## src/rtl/nrdiv_pkg.sv

```systemverilog
package nrdiv_pkg;

    typedef enum logic [1:0] {
        ST_IDLE,
        ST_CALC,
        ST_FIX,
        ST_DONE
    } nrdiv_state_e;

endpackage

```

## src/rtl/nrdiv_step.sv

```systemverilog
// One non-restoring iteration: shift the {partial, low} pair left by one,
// add or subtract the divisor depending on the previous partial sign,
// and append the new quotient bit (1 when the new partial is non-negative).
module nrdiv_step #(
    parameter int N = 32
) (
    input  logic [N:0]   part_i,
    input  logic [N-1:0] low_i,
    input  logic [N-1:0] dvs_i,
    output logic [N:0]   part_o,
    output logic [N-1:0] low_o
);
    logic [N:0] shifted;
    logic [N:0] addend;
    logic [N:0] sum;

    always_comb begin
        shifted = {part_i[N-1:0], low_i[N-1]};
        addend  = {1'b0, dvs_i};
        // Modulo 2^(N+1): the true result lies in [-D, D) and so fits.
        if (part_i[N]) begin
            sum = shifted + addend;
        end else begin
            sum = shifted - addend;
        end
        part_o = sum;
        low_o  = {low_i[N-2:0], ~sum[N]};
    end
endmodule

```

## src/rtl/nrdiv_fix.sv

```systemverilog
// Final correction: a negative partial remainder gets the divisor added once.
module nrdiv_fix #(
    parameter int N = 32
) (
    input  logic [N:0]   part_i,
    input  logic [N-1:0] dvs_i,
    output logic [N-1:0] rem_o
);
    logic [N-1:0] corrected;

    always_comb begin
        corrected = part_i[N-1:0] + dvs_i;
        rem_o     = part_i[N] ? corrected : part_i[N-1:0];
    end
endmodule

```

## src/rtl/nrdiv_seq.sv

```systemverilog
module nrdiv_seq
    import nrdiv_pkg::*;
#(
    parameter int N = 32
) (
    input  logic           clk,
    input  logic           rst_n,
    input  logic           start_i,
    input  logic [2*N-1:0] dividend_i,
    input  logic [N-1:0]   divisor_i,
    output logic           busy_o,
    output logic           done_o,
    output logic           div_zero_o,
    output logic [N-1:0]   quotient_o,
    output logic [N-1:0]   remainder_o
);
    localparam int          CW   = $clog2(N);
    localparam logic [CW-1:0] LAST = CW'(N - 1);

    nrdiv_state_e state_q, state_nx;

    logic [N:0]     part_q;
    logic [N-1:0]   low_q;
    logic [N-1:0]   dvs_q;
    logic [CW-1:0]  cnt_q;
    logic           zero_q;
    logic [N-1:0]   quo_q;
    logic [N-1:0]   rem_q;
    logic           zflag_q;
    logic [2*N-1:0] dvd_q;
    logic           fits_q;

    logic [N:0]     step_part;
    logic [N-1:0]   step_low;
    logic [N-1:0]   fix_rem;
    logic           accept;

    nrdiv_step #(.N(N)) u_step (
        .part_i (part_q),
        .low_i  (low_q),
        .dvs_i  (dvs_q),
        .part_o (step_part),
        .low_o  (step_low)
    );

    nrdiv_fix #(.N(N)) u_fix (
        .part_i (part_q),
        .dvs_i  (dvs_q),
        .rem_o  (fix_rem)
    );

    assign accept = start_i && ((state_q == ST_IDLE) || (state_q == ST_DONE));

    // State register
    always_ff @(posedge clk or negedge rst_n) begin
        if (!rst_n) begin
            state_q <= ST_IDLE;
        end else begin
            state_q <= state_nx;
        end
    end

    // Transitions
    always_comb begin
        state_nx = state_q;
        unique case (state_q)
            ST_IDLE, ST_DONE: begin
                if (start_i) begin
                    state_nx = (divisor_i == '0) ? ST_FIX : ST_CALC;
                end else begin
                    state_nx = ST_IDLE;
                end
            end
            ST_CALC: begin
                if (cnt_q == LAST) begin
                    state_nx = ST_FIX;
                end
            end
            ST_FIX: begin
                state_nx = ST_DONE;
            end
            default: begin
                state_nx = ST_IDLE;
            end
        endcase
    end

    // Datapath and result registers
    always_ff @(posedge clk or negedge rst_n) begin
        if (!rst_n) begin
            part_q  <= '0;
            low_q   <= '0;
            dvs_q   <= '0;
            cnt_q   <= '0;
            zero_q  <= 1'b0;
            quo_q   <= '0;
            rem_q   <= '0;
            zflag_q <= 1'b0;
            dvd_q   <= '0;
            fits_q  <= 1'b0;
        end else begin
            if (accept) begin
                part_q <= {1'b0, dividend_i[2*N-1:N]};
                low_q  <= dividend_i[N-1:0];
                dvs_q  <= divisor_i;
                cnt_q  <= '0;
                zero_q <= (divisor_i == '0);
                dvd_q  <= dividend_i;
                fits_q <= (dividend_i[2*N-1:N] < divisor_i);
            end else if (state_q == ST_CALC) begin
                part_q <= step_part;
                low_q  <= step_low;
                cnt_q  <= cnt_q + 1'b1;
            end
            if (state_q == ST_FIX) begin
                quo_q   <= zero_q ? '1 : low_q;
                rem_q   <= zero_q ? low_q : fix_rem;
                zflag_q <= zero_q;
            end
        end
    end

    // Outputs
    always_comb begin
        busy_o      = (state_q == ST_CALC) || (state_q == ST_FIX);
        done_o      = (state_q == ST_DONE);
        div_zero_o  = zflag_q;
        quotient_o  = quo_q;
        remainder_o = rem_q;
    end

    // busy and done never overlap
    a_r3_busy_done_excl: assert property (@(posedge clk) disable iff (!rst_n)
        !(busy_o && done_o));

    // a running division either continues or completes
    a_r3_busy_runs: assert property (@(posedge clk) disable iff (!rst_n)
        busy_o |=> (busy_o || done_o));

    // done is a single-cycle pulse
    a_r4_done_pulse: assert property (@(posedge clk) disable iff (!rst_n)
        done_o |=> !done_o);

    // results move only with the done pulse
    a_r6_result_hold: assert property (@(posedge clk) disable iff (!rst_n)
        1'b1 |=> (done_o || ($stable(quotient_o) && $stable(remainder_o)
                             && $stable(div_zero_o))));

    // division identity and remainder range for in-range operands
    a_r1_identity: assert property (@(posedge clk) disable iff (!rst_n)
        (done_o && !div_zero_o && fits_q) |->
            (remainder_o < dvs_q) &&
            (({{N{1'b0}}, quotient_o} * {{N{1'b0}}, dvs_q}
              + {{N{1'b0}}, remainder_o}) == dvd_q));

    // zero-divisor result pattern
    a_r7_zero_result: assert property (@(posedge clk) disable iff (!rst_n)
        (done_o && div_zero_o) |->
            ((&quotient_o) && (remainder_o == dvd_q[N-1:0])));
endmodule

```

## config.mk

```make
export PLATFORM = sky130hd
export DESIGN_NAME = nrdiv_seq
export DESIGN_NICKNAME = d
export VERILOG_FILES = /design/src/rtl/nrdiv_pkg.sv /design/src/rtl/nrdiv_step.sv /design/src/rtl/nrdiv_fix.sv /design/src/rtl/nrdiv_seq.sv
export SDC_FILE = /design/constraint.sdc
export NUM_CORES = 1
export LEC_CHECK = 0
export ABC_AREA = 1
export CAP_MARGIN = 20
export CORE_UTILIZATION = 36
export CTS_BUF_LIST = sky130_fd_sc_hd__clkbuf_8
export DETAILED_ROUTE_END_ITERATION = 7
export DONT_BUFFER_PORTS = 1
export SLEW_MARGIN = 25
export SYNTH_ARGS = -nofsm -noshare
export SYNTH_HDL_FRONTEND = slang
export SYNTH_SLANG_ARGS = --single-unit
```

## constraint.sdc

```tcl
create_clock -name clk -period 6.5 [get_ports clk]
set_input_delay 0.65 -clock clk [delete_from_list [all_inputs] [get_ports clk]]
set_output_delay 0.65 -clock clk [all_outputs]
set_load 0.05 [all_outputs]
```

* Word level (Yosys, flattened, before mapping)
Index checks and enable logic that the tools add are counted.
Word-level totals: output and inout bits 67, logic and storage cells 40, register bits 170, input bits 99
Cells by class: mux-type cells 14, add/sub/neg operators 4, reductions and logical operators 7, equal/unequal tests 5, bitwise operators 1
Operator list (number):
- two-way mux 32 bit | 5
- two-way mux 33 bit | 3
- adder 33 x 32 -> 33 bit | 1
- subtractor 33 x 32 -> 33 bit | 1
- adder 32 bit | 1
- zero test 32 bit | 1
- two-way mux 5 bit | 2
- two-way mux 2 bit | 3
- case mux 2 bit (3 select lines) | 1
- adder 5 x 1 -> 5 bit (second input constant) | 1
- == test 5 bit (second input constant) | 1
- == test 2 bit (second input constant) | 2
- == test 2 x 1 -> 1 bit (second input constant) | 1
- zero test 2 bit | 1
- logical OR 1 bit | 2
- != test 2 bit (second input constant) | 1
- nonzero test 2 bit | 1
- OR reduction 2 bit | 1
- logical AND 1 bit | 1
- inverter 1 bit | 1

* Logic depth before layout (Yosys ltp)
Gate-level depths: netlist (run 1).
depth after elaboration 5, gate-level depth with buffers 23, gate-level depth less buffers 23

* Cells and area by module
Synthesis (run 1) repeated with hierarchy kept, for this count alone.
Second synthesis, totals: cell total of the unflattened synthesis 2200, area, all modules 14022.2 um^2
Modules (own cells, without submodules):
- nrdiv_seq | cells an instance 895, sequential area each 4254.1 um^2, area each 7572.3 um^2, times used 1
- nrdiv_step | cells an instance 728, sequential area each 0.0 um^2, area each 3667.3 um^2, times used 1
- nrdiv_fix | cells an instance 577, sequential area each 0.0 um^2, area each 2782.7 um^2, times used 1

* Worst setup path before layout (run 1)
Ideal clock, no wire load.
path type flip-flop to flip-flop, from reg dvs_q[1], to reg part_q[27], library setup time 0.116 ns, stages on the path, launching flop included 20, period minus slack after synthesis 2.752 ns, data required time 6.384 ns, setup slack 3.748 ns, buffers on the path 0, arrival time 2.635 ns, cells stage by stage dfrtp_1 inv_1 ha_1 nand3_2 nor2_4 nand3_4 o31ai_1 xor2_1 inv_1 ha_1 a21oi_1 nand2_1 a21oi_1 nor2_1 nor2_1 nand2_1 nand2_1 nand3_1 nand2_1 nand2_1
On the way: cells in the longest elaborated chain, start to end 4, elaborated cells on any way between the ends 5, classes of those cells 2 x add/sub; 3 x mux
RTL lines:
- start: declaration | RTL line nrdiv_seq.sv:24 | logic [N-1:0] dvs_q;
- start signal: assignment | RTL line nrdiv_seq.sv:105 | dvs_q <= divisor_i;
- subtractor 33 x 32 -> 33 bit / adder 33 x 32 -> 33 bit (equally long branches) | RTL line nrdiv_step.sv:24, nrdiv_step.sv:22
- two-way mux 33 bit * | RTL line nrdiv_step.sv:21 | if (part_i[N]) begin
- two-way mux 33 bit * | RTL line nrdiv_seq.sv:110 | end else if (state_q == ST_CALC) begin
- two-way mux 33 bit * | RTL line nrdiv_seq.sv:102 | if (accept) begin
- end signal: assignment | RTL line nrdiv_seq.sv:103 | part_q <= {1'b0, dividend_i[2*N-1:N]};
- end signal: assignment | RTL line nrdiv_seq.sv:111 | part_q <= step_part;
- end: declaration | RTL line nrdiv_seq.sv:22 | logic [N:0] part_q;
Every way passes the cells marked *; elsewhere a longest branch is shown, timed or not. The select of a mux whose other input is x is not followed. A chain may end at the register's enable or synchronous reset.

* Worst setup path in the final report (run 1)
from reg part_q[32], to reg part_q[17]
On the way: cells in the longest elaborated chain, start to end 3
RTL lines (RTL line):
- two-way mux 33 bit | nrdiv_step.sv:21
- two-way mux 33 bit | nrdiv_seq.sv:110
- two-way mux 33 bit | nrdiv_seq.sv:102
Every way passes these cells. The select of a mux whose other input is x is not followed.

==> qor.txt, run 1 <==
Status -> finished with violations
Failing checks -> DRC
I/O Pins -> 166
Global-route wire length before repair -> 70.90 mm
Share of the synthesized area in the top cell type -> 0.3223
Yosys warnings -> 0
Fmax -> 0.2685 GHz
Pin count of the biggest net entering global routing -> 171
Slew @ Worst Pin -> 1.052 ns
Layout cells sized above 1 -> 0.03117
CP Launch Type -> flip-flop
# Post-CTS Setup Buffers -> 0
Final wirelength -> 45.59 mm
Layout Nets -> 2211
Slew HR -> 0.2970
Most frequent cell after synthesis -> nand2_1
Fill count -> 3886
Ys async rst share -> 1.000
Antenna violations before repair -> 3
Worst Reg2Reg Path Length in Cells -> 15
Syn nets -> 2243
Area delta synth->final -> 6.626%
Mapped Area -> 0.01320 mm²
Routability Congestion -> 0.9385
Clk slew on worst S/H paths -> 0.12 ns
Min cycle time layout -> 3.724 ns
Sequence of cells on the critical path -> inv_1, buf_4, nand2_1, xor2_1, ha_1, nand2_1, inv_1, nand2_1, inv_1, a21oi_1, nand3_1, a21oi_1, o21ai_0, nand2_1, nand2_1
Die width -> 193.5 µm
Worst path max stage delay -> 0.55 ns
Fin crit share -> 0.5730
CTS Buf Count -> 17
Clock root buffer master -> clkbuf_8
GRT overflow -> 0
FP Rows -> 69
Crit path kind -> flip-flop to flip-flop
Setup tns final -> 0 ns
Most frequent CP cell -> nand2_1
Seq/Total Area, Yosys -> 0.3223
Post-CTS sizing -> 0
Worst R2R Start -> part_q[32]
CP max stage cell -> inv_1
Area leader, netlist -> dfrtp_1
Maximum level of the CTS H-tree -> 4
Clock skew -> 0.02594 ns
Post-Syn Instances -> 2072
Dpl hpwl -> 35.26 mm
CTS tree -> done
Synth Flop Type -> dfrtp_1
Flop2flop setup slack -> 2.78 ns
Routed Antenna Nets -> 0
RSZ-0062 raised after global routing -> false
First-pass iteration count of the detailed router -> 8
Die area -> 0.03743 mm²
Top cells by count, synth -> 694 x nand2_1, 334 x inv_1, 210 x nor2_1
Final-report setup violation count -> 0
Max-capacitance violation count -> 0
Worst Path Arrival -> 4.12 ns
Clock Tree Buf Depth -> 2
Final hold violations -> 0
CP Capture Type -> flip-flop
Post-synth EDFFs -> 0
Mean Syn Cell Area -> 6.370 µm²
Netlist cell types -> 41
Vias in the first global route -> 12030
Overall Global Routing Usage -> 0.2446
Post-route DRC violation count -> 14
DR vias/cell -> 5.145
I/O Buffers -> 0
Min-delay worst type -> primary input to async pin
Worst-Skew Late Latency -> 0.51 ns
Die Height -> 193.5 µm
Worst flop-to-flop path endpoint -> part_q[17]
Final Slew Violations -> 0
Routed vias -> 12944
WL per Instance -> 18.12 µm
Top post-synthesis cells by area -> dfrtp_1 32%, nand2_1 20%, inv_1 9.5%
Register bit count reported by yosys -> 170
Core area -> 0.03583 mm²
Worst EP required -> 6.89 ns
Initial core utilization -> 0.3684
Number of DRC markers in iteration 0 -> 1138
Crit path max fanout -> 23
Clock sink count -> 170
[critical path, delay by kind of cell, from the launching register on]
family | cells | cell delay [ns]
buf+inv | 4 | 1.10
simple gates | 6 | 0.82
compound gates | 3 | 0.67
flops | 1 | 0.40
fa+ha+maj | 1 | 0.38
xor+xnor | 1 | 0.22
[final cells by class]
type	count	area (µm²)	area share
Antenna cell	2	5.005	0.0003556
Clock buffer	17	234.0	0.01663
Clock inverter	15	190.2	0.01351
Inverter	337	1265	0.08988
Multi-Input combinational cell	1505	7461	0.5301
Sequential cell	170	4254	0.3023
Tap cell	461	576.8	0.04099
Timing Repair Buffer	9	87.58	0.006223
[layer usage]
| layer | track usage | vias up | routed length (µm) |
|---|---|---|---|
| met5 | 0 | - | 0 |
| met3 | 0.04881 | 48 | 3296 |
| met2 | 0.3959 | 427 | 20740 |
| li1 | - | 6447 | - |
| met1 | 0.3303 | 6022 | 20600 |
| met4 | 0.06844 | 0 | 954 |
[state kept, by name, summed over array words and instances, names as in the netlist]
name / cells
cnt_q: 5
div_zero_o: 1
dvs_q: 32
low_q: 32
part_q: 33
quotient_o: 32
remainder_o: 32
state_q: 2
zero_q: 1
[worst max path at each step]
stage | startpoint | endpoint | slack, ns | depth (start not counted)
2_1_floorplan | dvs_q[1] | part_q[27] | 3.75 | 19
3_3_place_gp | part_q[32] | part_q[17] | 2.95 | 15
3_5_place_dp | part_q[32] | part_q[17] | 2.95 | 15
4_1_cts | part_q[32] | part_q[17] | 2.90 | 15
5_1_grt | part_q[32] | part_q[22] | 2.57 | 16
6_report | part_q[32] | part_q[17] | 2.78 | 15
[placed cells by master (no fill, tap or decap), types with 4 or more instances in the layout]
| cell | synthesis | final |
|---|---|---|
| nor4_1 | 8 | 7 |
| o221ai_1 | 4 | 4 |
| nand2_1 | 694 | 693 |
| inv_1 | 334 | 334 |
| o21ai_0 | 106 | 106 |
| nand4_1 | 17 | 17 |
| nor2_2 | 4 | 4 |
| dfrtp_1 | 170 | 170 |
| ha_1 | 70 | 70 |
| nand3_1 | 139 | 139 |
| nor2_1 | 210 | 209 |
| a21oi_1 | 95 | 95 |
| o21bai_1 | 10 | 10 |
| buf_4 | 0 | 8 |
| clkbuf_8 | 0 | 17 |
| inv_6 | 0 | 5 |
| nor3_1 | 15 | 15 |
| clkinv_8 | 0 | 4 |
| xnor2_1 | 13 | 13 |
| o211ai_1 | 42 | 42 |
| xor2_1 | 39 | 39 |
| o21ai_1 | 4 | 4 |
[cell families (layout without fill, tap and decap cells)]
kind of cell / after synthesis / count (layout) / synth area share
and+or+nand+nor: 1103 / 1103 / 0.3397
buffers and inverters: 397 / 378 / 0.1140
other: 0 / 2 / 0
AOI/OAI and AO/OA: 278 / 278 / 0.1201
adders and majority gates: 72 / 72 / 0.06939
DFF: 170 / 170 / 0.3223
xor gates and xnor gates: 52 / 52 / 0.03451
[metrics by stage]
stage               setup slack, ns  utilization  cells  area [µm²]  hold WS (ns)
global route                  2.568       0.3928   2516       14070        0.1858
finish                        2.776       0.3928   2516       14070        0.1532
detailed placement            2.953       0.3799   2481       13610        0.3673
CTS                           2.895       0.3925   2514       14060        0.2083
floorplan                     3.748            -   2072       13200        0.3544
global placement              2.951       0.3799   2481       13610        0.3652
[repair_timing]
| action | CTS | global route |
|---|---|---|
| setup endpoints to repair | 0 | 0 |
| hold buffers | 1 | 0 |
| endpoints found under the hold margin | 170 | 0 |
Power of run 1 is left out: the tool's default activity adds up to more than one toggle a clock period on the data nets, which glitch-free logic cannot reach.
==> run 2, diff against run 1 <==
clock period = 3.6 ns   (was 6.5 ns; I/O delays follow)
==> qor.txt, run 2 (synthesis results as in run 1) <==
Antenna violations before repair -> 2
Worst-Skew Late Latency -> 0.52 ns
Fin crit share -> 0.9358
Final Slew Violations -> 0
Status -> finished with violations
Worst EP required -> 4.01 ns
Worst path max stage delay -> 0.45 ns
CP Buf/Inv Count -> 1
Maximum level of the CTS H-tree -> 4
FP Rows -> 69
Clock skew -> 0.01690 ns
Crit path max fanout -> 6
Finished Layout Cells -> 2577
Failing checks -> DRC, hold timing
GRT overflow -> 0
Placed cells -> 2487
Crit path kind -> flip-flop to flip-flop
Initial core utilization -> 0.3684
Final-report setup violation count -> 0
WL per Instance -> 17.50 µm
Clock sink count -> 170
Vias in the first global route -> 12394
Post-route DRC violation count -> 28
Min-delay worst type -> primary input to async pin
Max-capacitance violation count -> 0
Routability Congestion -> 0.9775
Clk slew on worst S/H paths -> 0.11 ns
Post-CTS Hold Buffers -> 57
Biggest register -> part_q
Most frequent cells in the layout -> 693 x nand2_1, 335 x inv_1, 207 x nor2_1
Layout cells sized above 1 -> 0.03262
CP max stage cell -> dfrtp_1
CP Launch Type -> flip-flop
CTS tree -> done
Slew @ Worst Pin -> 0.9841 ns
Max FFs per register -> 33
Clock root buffer master -> clkbuf_8
Top Family by Delay on Critical Path -> simple AND/OR/NAND/NOR gates
Core area -> 0.03583 mm²
Dpl ws -> 0.3103 ns
Area delta synth->final -> 10.67%
Global-route wire length before repair -> 69.99 mm
CTS Buf Count -> 17
Overall Global Routing Usage -> 0.2418
Die area -> 0.03743 mm²
I/O Pins -> 166
Pin count of the biggest net entering global routing -> 171
Min cycle time layout -> 3.369 ns
Commonest non-fill, non-tap cell in the layout -> nand2_1
Final hold violations -> 170
Die Height -> 193.5 µm
Dpl hpwl -> 34.45 mm
First-pass iteration count of the detailed router -> 8
Setup tns final -> 0 ns
I/O Buffers -> 0
RSZ-0062 raised after global routing -> false
Routed vias -> 13101
Routed Antenna Nets -> 0
Slew HR -> 0.3424
Worst Path Arrival -> 3.77 ns
Fin util -> 0.4077
Final wirelength -> 45.09 mm
Most frequent CP cell -> nand2_1
Final Worst Setup Slack -> 0.2310 ns
Fmax -> 0.2968 GHz
Number of DRC markers in iteration 0 -> 1034
Die width -> 193.5 µm
DR vias/cell -> 5.084
Layout Nets -> 2273
CP Capture Type -> flip-flop
Clock Tree Buf Depth -> 2
Sequence of cells on the critical path -> inv_1, ha_1, nand3_2, nor2_4, nand3_4, o21ai_2, o21ai_2, xor2_1, ha_1, nand2_1, nor2_1, nand2_1, nand3b_1, nand3_1, nand3_1, nand2_1, nand2_1
Hold Slack -> -0.4704 ns
## run 2: cell count changes in the layout (fill, tap and decap cells not counted), moves of 3 or more
cell / before / now
buf_4: 8 / 14
dlygate4sd3_1: 0 / 57
clkinv_8: 4 / 0
clkinvlp_4: 0 / 3
## run 2: final timing paths
path	from	endpoint	slack, ns	depth (start not counted)
min	rst_n	state_q[1]	-0.47	0
max in group asynchronous	rst_n	low_q[28]	3.80	0
min in group clk	dividend_i[12]	low_q[12]	0.03	2
max	dvs_q[1]	part_q[25]	0.23	17
max reg2reg	dvs_q[1]	part_q[25]	0.23	17
min reg2reg	low_q[4]	low_q[5]	0.53	2
## run 2: layout make-up
type	count	area, µm²
fillers	3861	21220
multi-input cells	1505	7460
flip-flops and latches	170	4254
inverters	337	1265
repair buffers	71	675.6
well taps	461	576.8
clock buffers	18	247.7
clock inverters	14	126.4
diodes	1	2.502
## run 2: stage by stage
| step | hold WS [ns] | cell area, µm² |
|---|---|---|
| 2_1_floorplan | 0.06441 | 13200 |
| 3_3_place_gp | 0.07460 | 13660 |
| 3_5_place_dp | 0.07056 | 13660 |
| 5_1_grt | -0.4973 | 14610 |
| 6_report | -0.4704 | 14610 |
| 4_1_cts | -0.5014 | 14600 |
## run 2: timing repair
action / 4_1_cts / 5_1_grt
resized for setup: 0 / 2
setup endpoints to repair: 0 / 2
hold endpoints to repair: 227 / 170
buffers inserted: 0 / 0
## run 2: metal layers
layer	up-vias	track usage	share of wire
met5	-	0	0
met4	0	0.08711	0.028
met3	65	0.04097	0.061
met2	412	0.3904	0.45
met1	6045	0.3250	0.46
li1	6579	-	-
Power of run 2 is left out for the same reason.
